File: src/rtl/bscan_pkg.sv
package bscan_pkg;

    // Stages kept in the chain for one bidirectional pin.
    localparam int unsigned STAGES_PER_BIDIR = 3;

    typedef enum logic [1:0] {
        BS_IDLE,
        BS_CAPTURE,
        BS_SHIFT,
        BS_UPDATE
    } bs_op_e;

    // Per-pin sampled/shifted triple; field order fixes chain order
    typedef struct packed {
        logic dout;
        logic oe;
        logic din;
    } bs_triple_t;

    // Pad drive pair (data and enable)
    typedef struct packed {
        logic dout;
        logic oe;
    } bs_drive_t;

    function automatic int unsigned chain_len(input int unsigned nb, input int unsigned ni);
        return STAGES_PER_BIDIR * nb + ni;
    endfunction

    // Resolve strobes into one operation; capture beats shift beats update.
    function automatic bs_op_e decode_op(input logic chain_sel, input logic cap,
                                         input logic sh, input logic upd);
        bs_op_e op;
        if (!chain_sel)  op = BS_IDLE;
        else if (cap)    op = BS_CAPTURE;
        else if (sh)     op = BS_SHIFT;
        else if (upd)    op = BS_UPDATE;
        else             op = BS_IDLE;
        return op;
    endfunction

endpackage

File: src/rtl/bs_bidir_cell.sv
module bs_bidir_cell
    import bscan_pkg::*;
(
    input  logic       clk,
    input  logic       rst,
    input  bs_op_e     op,
    input  logic       scan_in,
    input  bs_triple_t live,
    output logic       scan_out,
    output bs_drive_t  held
);

    bs_triple_t stg;

    // Shift stages: din is nearest scan_in, dout nearest scan_out.
    always_ff @(posedge clk) begin
        if (rst) begin
            stg <= '0;
        end else begin
            case (op)
                BS_CAPTURE: stg <= live;
                BS_SHIFT:   stg <= '{dout: stg.oe, oe: stg.din, din: scan_in};
                default:    stg <= stg;
            endcase
        end
    end

    // Holding stages load only on update, so the drive stays calm while shifting.
    always_ff @(posedge clk) begin
        if (rst) begin
            held <= '0;
        end else if (op == BS_UPDATE) begin
            held <= '{dout: stg.dout, oe: stg.oe};
        end
    end

    assign scan_out = stg.dout;

    a_r1_bidir_reset_clears: assert property (@(posedge clk)
        rst |=> (stg == '0 && held == '0));

    a_r2_bidir_capture_live: assert property (@(posedge clk) disable iff (rst)
        (op == BS_CAPTURE) |=> (stg == $past(live)));

    a_r3_bidir_shift_moves: assert property (@(posedge clk) disable iff (rst)
        (op == BS_SHIFT) |=> (stg.dout == $past(stg.oe) && stg.din == $past(scan_in)));

    a_r4_hold_only_on_update: assert property (@(posedge clk) disable iff (rst)
        (op != BS_UPDATE) |=> $stable(held));

    a_r7_bidir_idle_keeps: assert property (@(posedge clk) disable iff (rst)
        (op == BS_IDLE) |=> $stable(stg));

endmodule

File: src/rtl/bs_input_cell.sv
module bs_input_cell
    import bscan_pkg::*;
(
    input  logic   clk,
    input  logic   rst,
    input  bs_op_e op,
    input  logic   scan_in,
    input  logic   live,
    output logic   scan_out
);

    logic stg;

    always_ff @(posedge clk) begin
        if (rst) begin
            stg <= 1'b0;
        end else begin
            case (op)
                BS_CAPTURE: stg <= live;
                BS_SHIFT:   stg <= scan_in;
                default:    stg <= stg;
            endcase
        end
    end

    assign scan_out = stg;

    a_r2_input_capture_live: assert property (@(posedge clk) disable iff (rst)
        (op == BS_CAPTURE) |=> (stg == $past(live)));

    a_r7_input_idle_keeps: assert property (@(posedge clk) disable iff (rst)
        (op == BS_IDLE) |=> $stable(stg));

endmodule

File: src/rtl/bs_pad_mux.sv
module bs_pad_mux
    import bscan_pkg::*;
(
    input  logic      extest,
    input  bs_drive_t core,
    input  bs_drive_t held,
    output bs_drive_t pad
);

    always_comb begin
        pad = extest ? held : core;
    end

endmodule

File: src/rtl/bscan_register.sv
module bscan_register
    import bscan_pkg::*;
#(
    parameter int unsigned NB = 8,
    parameter int unsigned NI = 1
) (
    input  logic          clk,
    input  logic          rst,
    input  logic          tdi,
    input  logic          capture_dr,
    input  logic          shift_dr,
    input  logic          update_dr,
    input  logic          ir_sample,
    input  logic          ir_extest,
    input  logic [NB-1:0] core_do,
    input  logic [NB-1:0] core_oe,
    input  logic [NB-1:0] pad_di,
    input  logic [NI-1:0] ionly_di,
    output logic [NB-1:0] pad_do,
    output logic [NB-1:0] pad_oe,
    output logic [NB-1:0] core_di,
    output logic [NI-1:0] core_ionly_di,
    output logic          tdo
);

    // One link per pin unit; unit u reads link[u+1] and drives link[u].
    localparam int unsigned NUNITS = NB + NI;

    logic      chain_sel;
    bs_op_e    op;
    logic [NUNITS:0] link;

    assign chain_sel = ir_sample | ir_extest;
    assign op        = decode_op(chain_sel, capture_dr, shift_dr, update_dr);
    assign link[NUNITS] = tdi;
    assign tdo          = link[0];

    assign core_di       = pad_di;
    assign core_ionly_di = ionly_di;

    for (genvar k = 0; k < NB; k++) begin : g_bidir
        bs_drive_t held_k;
        bs_drive_t pad_k;

        bs_bidir_cell u_cell (
            .clk      (clk),
            .rst      (rst),
            .op       (op),
            .scan_in  (link[k+1]),
            .live     ('{dout: core_do[k], oe: core_oe[k], din: pad_di[k]}),
            .scan_out (link[k]),
            .held     (held_k)
        );

        bs_pad_mux u_mux (
            .extest (ir_extest),
            .core   ('{dout: core_do[k], oe: core_oe[k]}),
            .held   (held_k),
            .pad    (pad_k)
        );

        assign pad_do[k] = pad_k.dout;
        assign pad_oe[k] = pad_k.oe;
    end

    for (genvar j = 0; j < NI; j++) begin : g_inonly
        bs_input_cell u_cell (
            .clk      (clk),
            .rst      (rst),
            .op       (op),
            .scan_in  (link[NB+j+1]),
            .live     (ionly_di[j]),
            .scan_out (link[NB+j])
        );
    end

    a_r1_tdo_low_after_reset: assert property (@(posedge clk)
        rst |=> !tdo);

    a_r5_drive_follows_core: assert property (@(posedge clk) disable iff (rst)
        !ir_extest |-> (pad_do == core_do && pad_oe == core_oe));

    a_r6_sample_keeps_drive: assert property (@(posedge clk) disable iff (rst)
        (!ir_extest && $past(!ir_extest) && $stable(core_do) && $stable(core_oe))
            |-> ($stable(pad_do) && $stable(pad_oe)));

endmodule

File: config.mk
export PLATFORM = sky130hd
export DESIGN_NAME = bscan_register
export DESIGN_NICKNAME = d
export VERILOG_FILES = /design/src/rtl/bscan_pkg.sv /design/src/rtl/bs_bidir_cell.sv /design/src/rtl/bs_input_cell.sv /design/src/rtl/bs_pad_mux.sv /design/src/rtl/bscan_register.sv
export SDC_FILE = /design/constraint.sdc
export NUM_CORES = 1
export LEC_CHECK = 0
export BUFFER_PORTS_ARGS = -buffer_cell sky130_fd_sc_hd__buf_2
export CORE_MARGIN = 1
export CORE_UTILIZATION = 52
export DETAILED_ROUTE_END_ITERATION = 10
export PLACE_DENSITY = 0.86
export SLEW_MARGIN = 20
export SYNTH_ARGS = -nofsm -noshare
export SYNTH_HDL_FRONTEND = slang
export SYNTH_HIERARCHICAL = 1
export SYNTH_SLANG_ARGS = --single-unit
File: constraint.sdc
create_clock -name clk -period 2.2 [get_ports clk]
set_input_delay 0.33 -clock clk [delete_from_list [all_inputs] [get_ports clk]]
set_output_delay 0.33 -clock clk [all_outputs]
set_load 0.02 [all_outputs]
# Word level (Yosys, flattened, before mapping)
# Cells that the tools add are included.
dict set report word_totals {
  wordCells 67
  latchBits 0
  ff_bits 41
  inputBits 33
  rom_bits 0
  mem_count 0
  ram_bits 0
}
dict set report op_classes {
  reduce_logical 1
  n_addsub 0
  shifts 0
  magnitude_cmp 0
  bitwise_logic 1
  div 0
  mux 21
  n_eq_ne 3
  n_mul 0
}
# op n
set ops {}
lappend ops {{3-bit one-hot mux with 2 select lines} 8}
lappend ops {{2-bit 2-to-1 mux} 12}
lappend ops {{2-bit == test (second input constant)} 2}
lappend ops {{2-bit by 1-bit == test with 1-bit output (second input constant)} 1}
lappend ops {{1-bit one-hot mux with 2 select lines} 1}
lappend ops {{2-bit nonzero test} 1}
lappend ops {{1-bit OR} 1}

# Depth between registers and ports, before layout
dict set report depth {
  ltp_word 6
  depth_mapped 6
  depth_no_buf 6
}

# Hierarchy
# Netlist, hierarchy kept.
# module seq_area_each_um2 instances cells_each area_per_inst_um2
set by_module_without_submodules {}
lappend by_module_without_submodules {bs_bidir_cell 100.1 8 22 231.5}
lappend by_module_without_submodules {bs_pad_mux 0.0 8 2 22.5}
lappend by_module_without_submodules {bscan_register 0.0 1 13 92.6}
lappend by_module_without_submodules {bs_input_cell 20.0 1 7 68.8}

# Least setup slack after synthesis
# No wires, ideal clock.
dict set report synth_path {
  kind {input to register}
  start {input port update_dr}
  end {register g_bidir[0].u_cell.stg (netlist bit g_bidir[0].u_cell/scan_out)}
  required_time_ps 2114
  stages 5
  arrival_time_ps 1726
  path_slack_ps 388
  setup_ps 86
  cell_sequence {o22ai_1 nor2_1 ha_1 nor2b_1 a211oi_1}
}
dict set report synth_between {
  elab_chain_len 6
  word_cells_on_any_way 8
}
# element line_no
set synth_lines {}
lappend synth_lines {{start: declaration} bscan_register.sv:12} ;# input logic update_dr,
lappend synth_lines {{2-bit 2-to-1 mux *} bscan_pkg.sv:37} ;# else if (upd) op = BS_UPDATE;
lappend synth_lines {{2-bit 2-to-1 mux *} bscan_pkg.sv:36} ;# else if (sh) op = BS_SHIFT;
lappend synth_lines {{2-bit 2-to-1 mux *} bscan_pkg.sv:35} ;# else if (cap) op = BS_CAPTURE;
lappend synth_lines {{2-bit 2-to-1 mux *} bscan_pkg.sv:34} ;# if (!chain_sel) op = BS_IDLE;
lappend synth_lines {{named net op[1]} bscan_register.sv:30} ;# bs_op_e op;
lappend synth_lines {{2-bit == test or 2-bit by 1-bit == test with 1-bit output (tied branches)} bs_bidir_cell.sv:20} ;# case (op)
lappend synth_lines {{3-bit one-hot mux with 2 select lines or 2-bit nonzero test (tied branches)} n/a}
lappend synth_lines {{end signal: assignment} bs_bidir_cell.sv:21} ;# BS_CAPTURE: stg <= live;
lappend synth_lines {{end signal: assignment} bs_bidir_cell.sv:22} ;# BS_SHIFT: stg <= '{dout: stg.oe, oe: stg.din, din: scan_in};
lappend synth_lines {{end signal: assignment} bs_bidir_cell.sv:23} ;# default: stg <= stg;
lappend synth_lines {{end: declaration} bs_bidir_cell.sv:13} ;# bs_triple_t stg;
# Mark *: on every way through the listed nets, which the timed path passes. The rest lies on a longest branch.
# A chain may end at the register's enable or synchronous reset.

# Worst setup path in the final report
dict set report layout_path {
  start {input port ir_extest}
  end {output port pad_oe[5]}
}
dict set report layout_between {
  elab_chain_len 1
}
# element line_no
set layout_lines {}
lappend layout_lines {{start: declaration} bscan_register.sv:14} ;# input logic ir_extest,
lappend layout_lines {{2-bit 2-to-1 mux} bs_pad_mux.sv:11} ;# pad = extest ? held : core;
lappend layout_lines {{end: declaration} bscan_register.sv:20} ;# output logic [NB-1:0] pad_oe,
# No other way between the ends.

==> results.toml <==
[place]
io_buffer_count = 58
dpl.cell_count = 314
place_congestion = 0.779
dp_hpwl_um = 3170

[cts]
cts.sinks = 41
cts_tree = "yes"
root_buffer = "clkbuf_8"
cts_hold_buffers = 0
cts_resized = 0
clk_pin_slew_ps = 80
cts_made_buffers = 5
insertion_delay_ps = 300
cts_setup_buffers = 0
htreeDepth = 2
cts_max_path_buffers = 2

[die]
core_um2 = 4030
floorplan.initialDensity = 0.544
num_io_pins = 59
die-area_um2 = 4480
row_count = 23
die_w_um = 66.9
die_height_um = 66.9

[drt]
wire_per_inst_um = 13.6
first_pass_iters = 4
viasPerCell = 5.20
drtIter0Drc = 36
drtAntennaViolNets = 0
vias = 1673
routed_wl_um = 4380
drc = 0

[sta]
finalCritPeriodShare = 0.735
final-max-slew-violation-count = 0
period_needed_ps = 1620
setup_viol = 0
fin_hold_ws_ps = 371
fmax_mhz = 618
worst_slew_pin_slew_ps = 766
hold_viol_final = 0
relSlewSlack = 0.489
skew_ps = 6.30
rsz0062_at_grt = "false"
fin_tns_setup_ps = 0

[pwr]
vdd_drop_max_uv = 395
p_leak_nw = 1.19
cellPowerDensity_nw_per_um2 = 680

[yosys]
synth_cell_types = 12
yosys_warnings = 6
netlist_area_um2 = 2190
synthMuxAreaShare = 0.269
synthXorXnorAreaFrac = 0
synth_simple_gate_area_share = 0.103
synthCells = 212
synth_compound_area_frac = 0.0947
yosys.area_share.adder = 0.0970
synth-seq-area-share = 0.374
syn_nets = 262
synth_top_family_by_area = "multiplexers"
ys_seq_elements = 41
avgSynthCellArea_um2 = 10.3

[grt]
grt_use_total = 0.208
grt-ovfl-total = 0
grt_max_degree = 42
grt_pass1_wl_um = 6960
grt_pass1_vias = 1597
antenna_found_initial = 0

[finish]
instances_no_fill = 322
layout_common_cells = "buf_2, mux2i_1, dfxtp_1, nor2b_1, a211oi_1"
layout_commonest_cell = "buf_2"
final_nets = 321
insertedDiodeCount = 0
fin_util = 0.642
drive_gt1_frac = 0.316
areaGrowthSynthToFinish_pct = 18.0

[setup_path]
cp-end-kind = "primary output"
start_kind = "input pin"
worstPathRequired_ps = 1870
path_max_fanout = 11
critical_path_class = "in -> out"
cpMostUsedCell = "buf_2"
cp_data_arrival_time_ps = 1290
slowest_delay_ps = 360
crit_slowest_cell = "mux2_2"
ff2ff_path_depth = 2
r2r_start = "g_bidir[5].u_cell/scan_out$_SDFFE_PP0P_"
crit_chain = "buf_2, buf_4, mux2_2, buf_2"
crit_path_start = "ir_extest"

[worst_hold_path]
hold_path.startpoint = "core_do[1]"
hold_class = "in -> reg"
worstHoldPathCells = 3

[job]
drv_cap = 0

[outcome]
outcome = "complete, no violations"
[worst max-delay path, delay by kind of cell]
| kind | cells | cell delay [ps] |
|---|---|---|
| muxes | 1 | 360 |
| buffers and inverters | 3 | 590 |
[sequential cells by signal, indices dropped and copies added (netlist names)]
register,flops
g_bidir.u_cell/held,16
g_bidir.u_cell/stg,16
g_bidir.u_cell/scan_out,8
g_inonly.u_cell/scan_out,1
[power breakdown]
part           internal [mW]  total (mW)  switching (mW)
Combinational          0.194       0.411           0.218
Sequential             0.812       0.860          0.0482
Clock                  0.219       0.488           0.269
[synth_stat cells (all sizes together)]
library cell | count | area [um^2]
buf | 9 | 67.6
nor2b | 26 | 163
dfxtp | 41 | 821
ha | 17 | 213
nor2 | 17 | 63.8
inv | 18 | 67.6
mux2 | 16 | 180
a211oi | 25 | 193
mux2i | 41 | 410
o22ai | 1 | 6.26
o22a | 1 | 8.76
[area by class of cell]
| class | instances | area (um^2) |
|---|---|---|
| clock buffers | 5 | 68.8 |
| clock inverters | 3 | 17.5 |
| fillers | 355 | 1440 |
| inverters | 18 | 67.6 |
| multi-input cells | 144 | 1240 |
| flip-flops and latches | 41 | 821 |
| well taps | 50 | 62.6 |
| repair buffers | 61 | 313 |
[cell families after synthesis]
group | Yosys count
mux | 57
fa+ha+maj | 17
compound gates | 27
buf+inv | 27
simple gates | 43
flops | 41
[metal layers]
metal / part of all wire / wire [um] / vias to the layer above / global-route usage
met3: 0.048 / 211 / 6 / 0.0651
met1: 0.45 / 1970 / 784 / 0.237
li1: - / - / 851 / -
met5: 0 / 0 / - / 0
met4: 0.018 / 77 / 0 / 0.101
met2: 0.48 / 2120 / 32 / 0.348
[stage by stage]
step,area (um^2),setup WS (ps),total power [mW]
finish,2590,582,1.76
global route,2590,557,1.85
CTS,2590,580,1.78
detailed placement,2500,392,1.29
global placement,2500,487,1.27
floorplan,2190,388,1.16
[final timing paths]
path,endpoint,slack (ps)
worst max-delay path,pad_oe[5],580
worst min-delay path,g_bidir[1].u_cell/scan_out$_SDFFE_PP0P_,370
worst max register to register,g_bidir[4].u_cell/stg[0]$_SDFFE_PP0P_,1350
worst min register to register,g_bidir[7].u_cell/held[0]$_SDFFE_PP0N_,490
No activity file was read; power rests on OpenSTA's default activity.
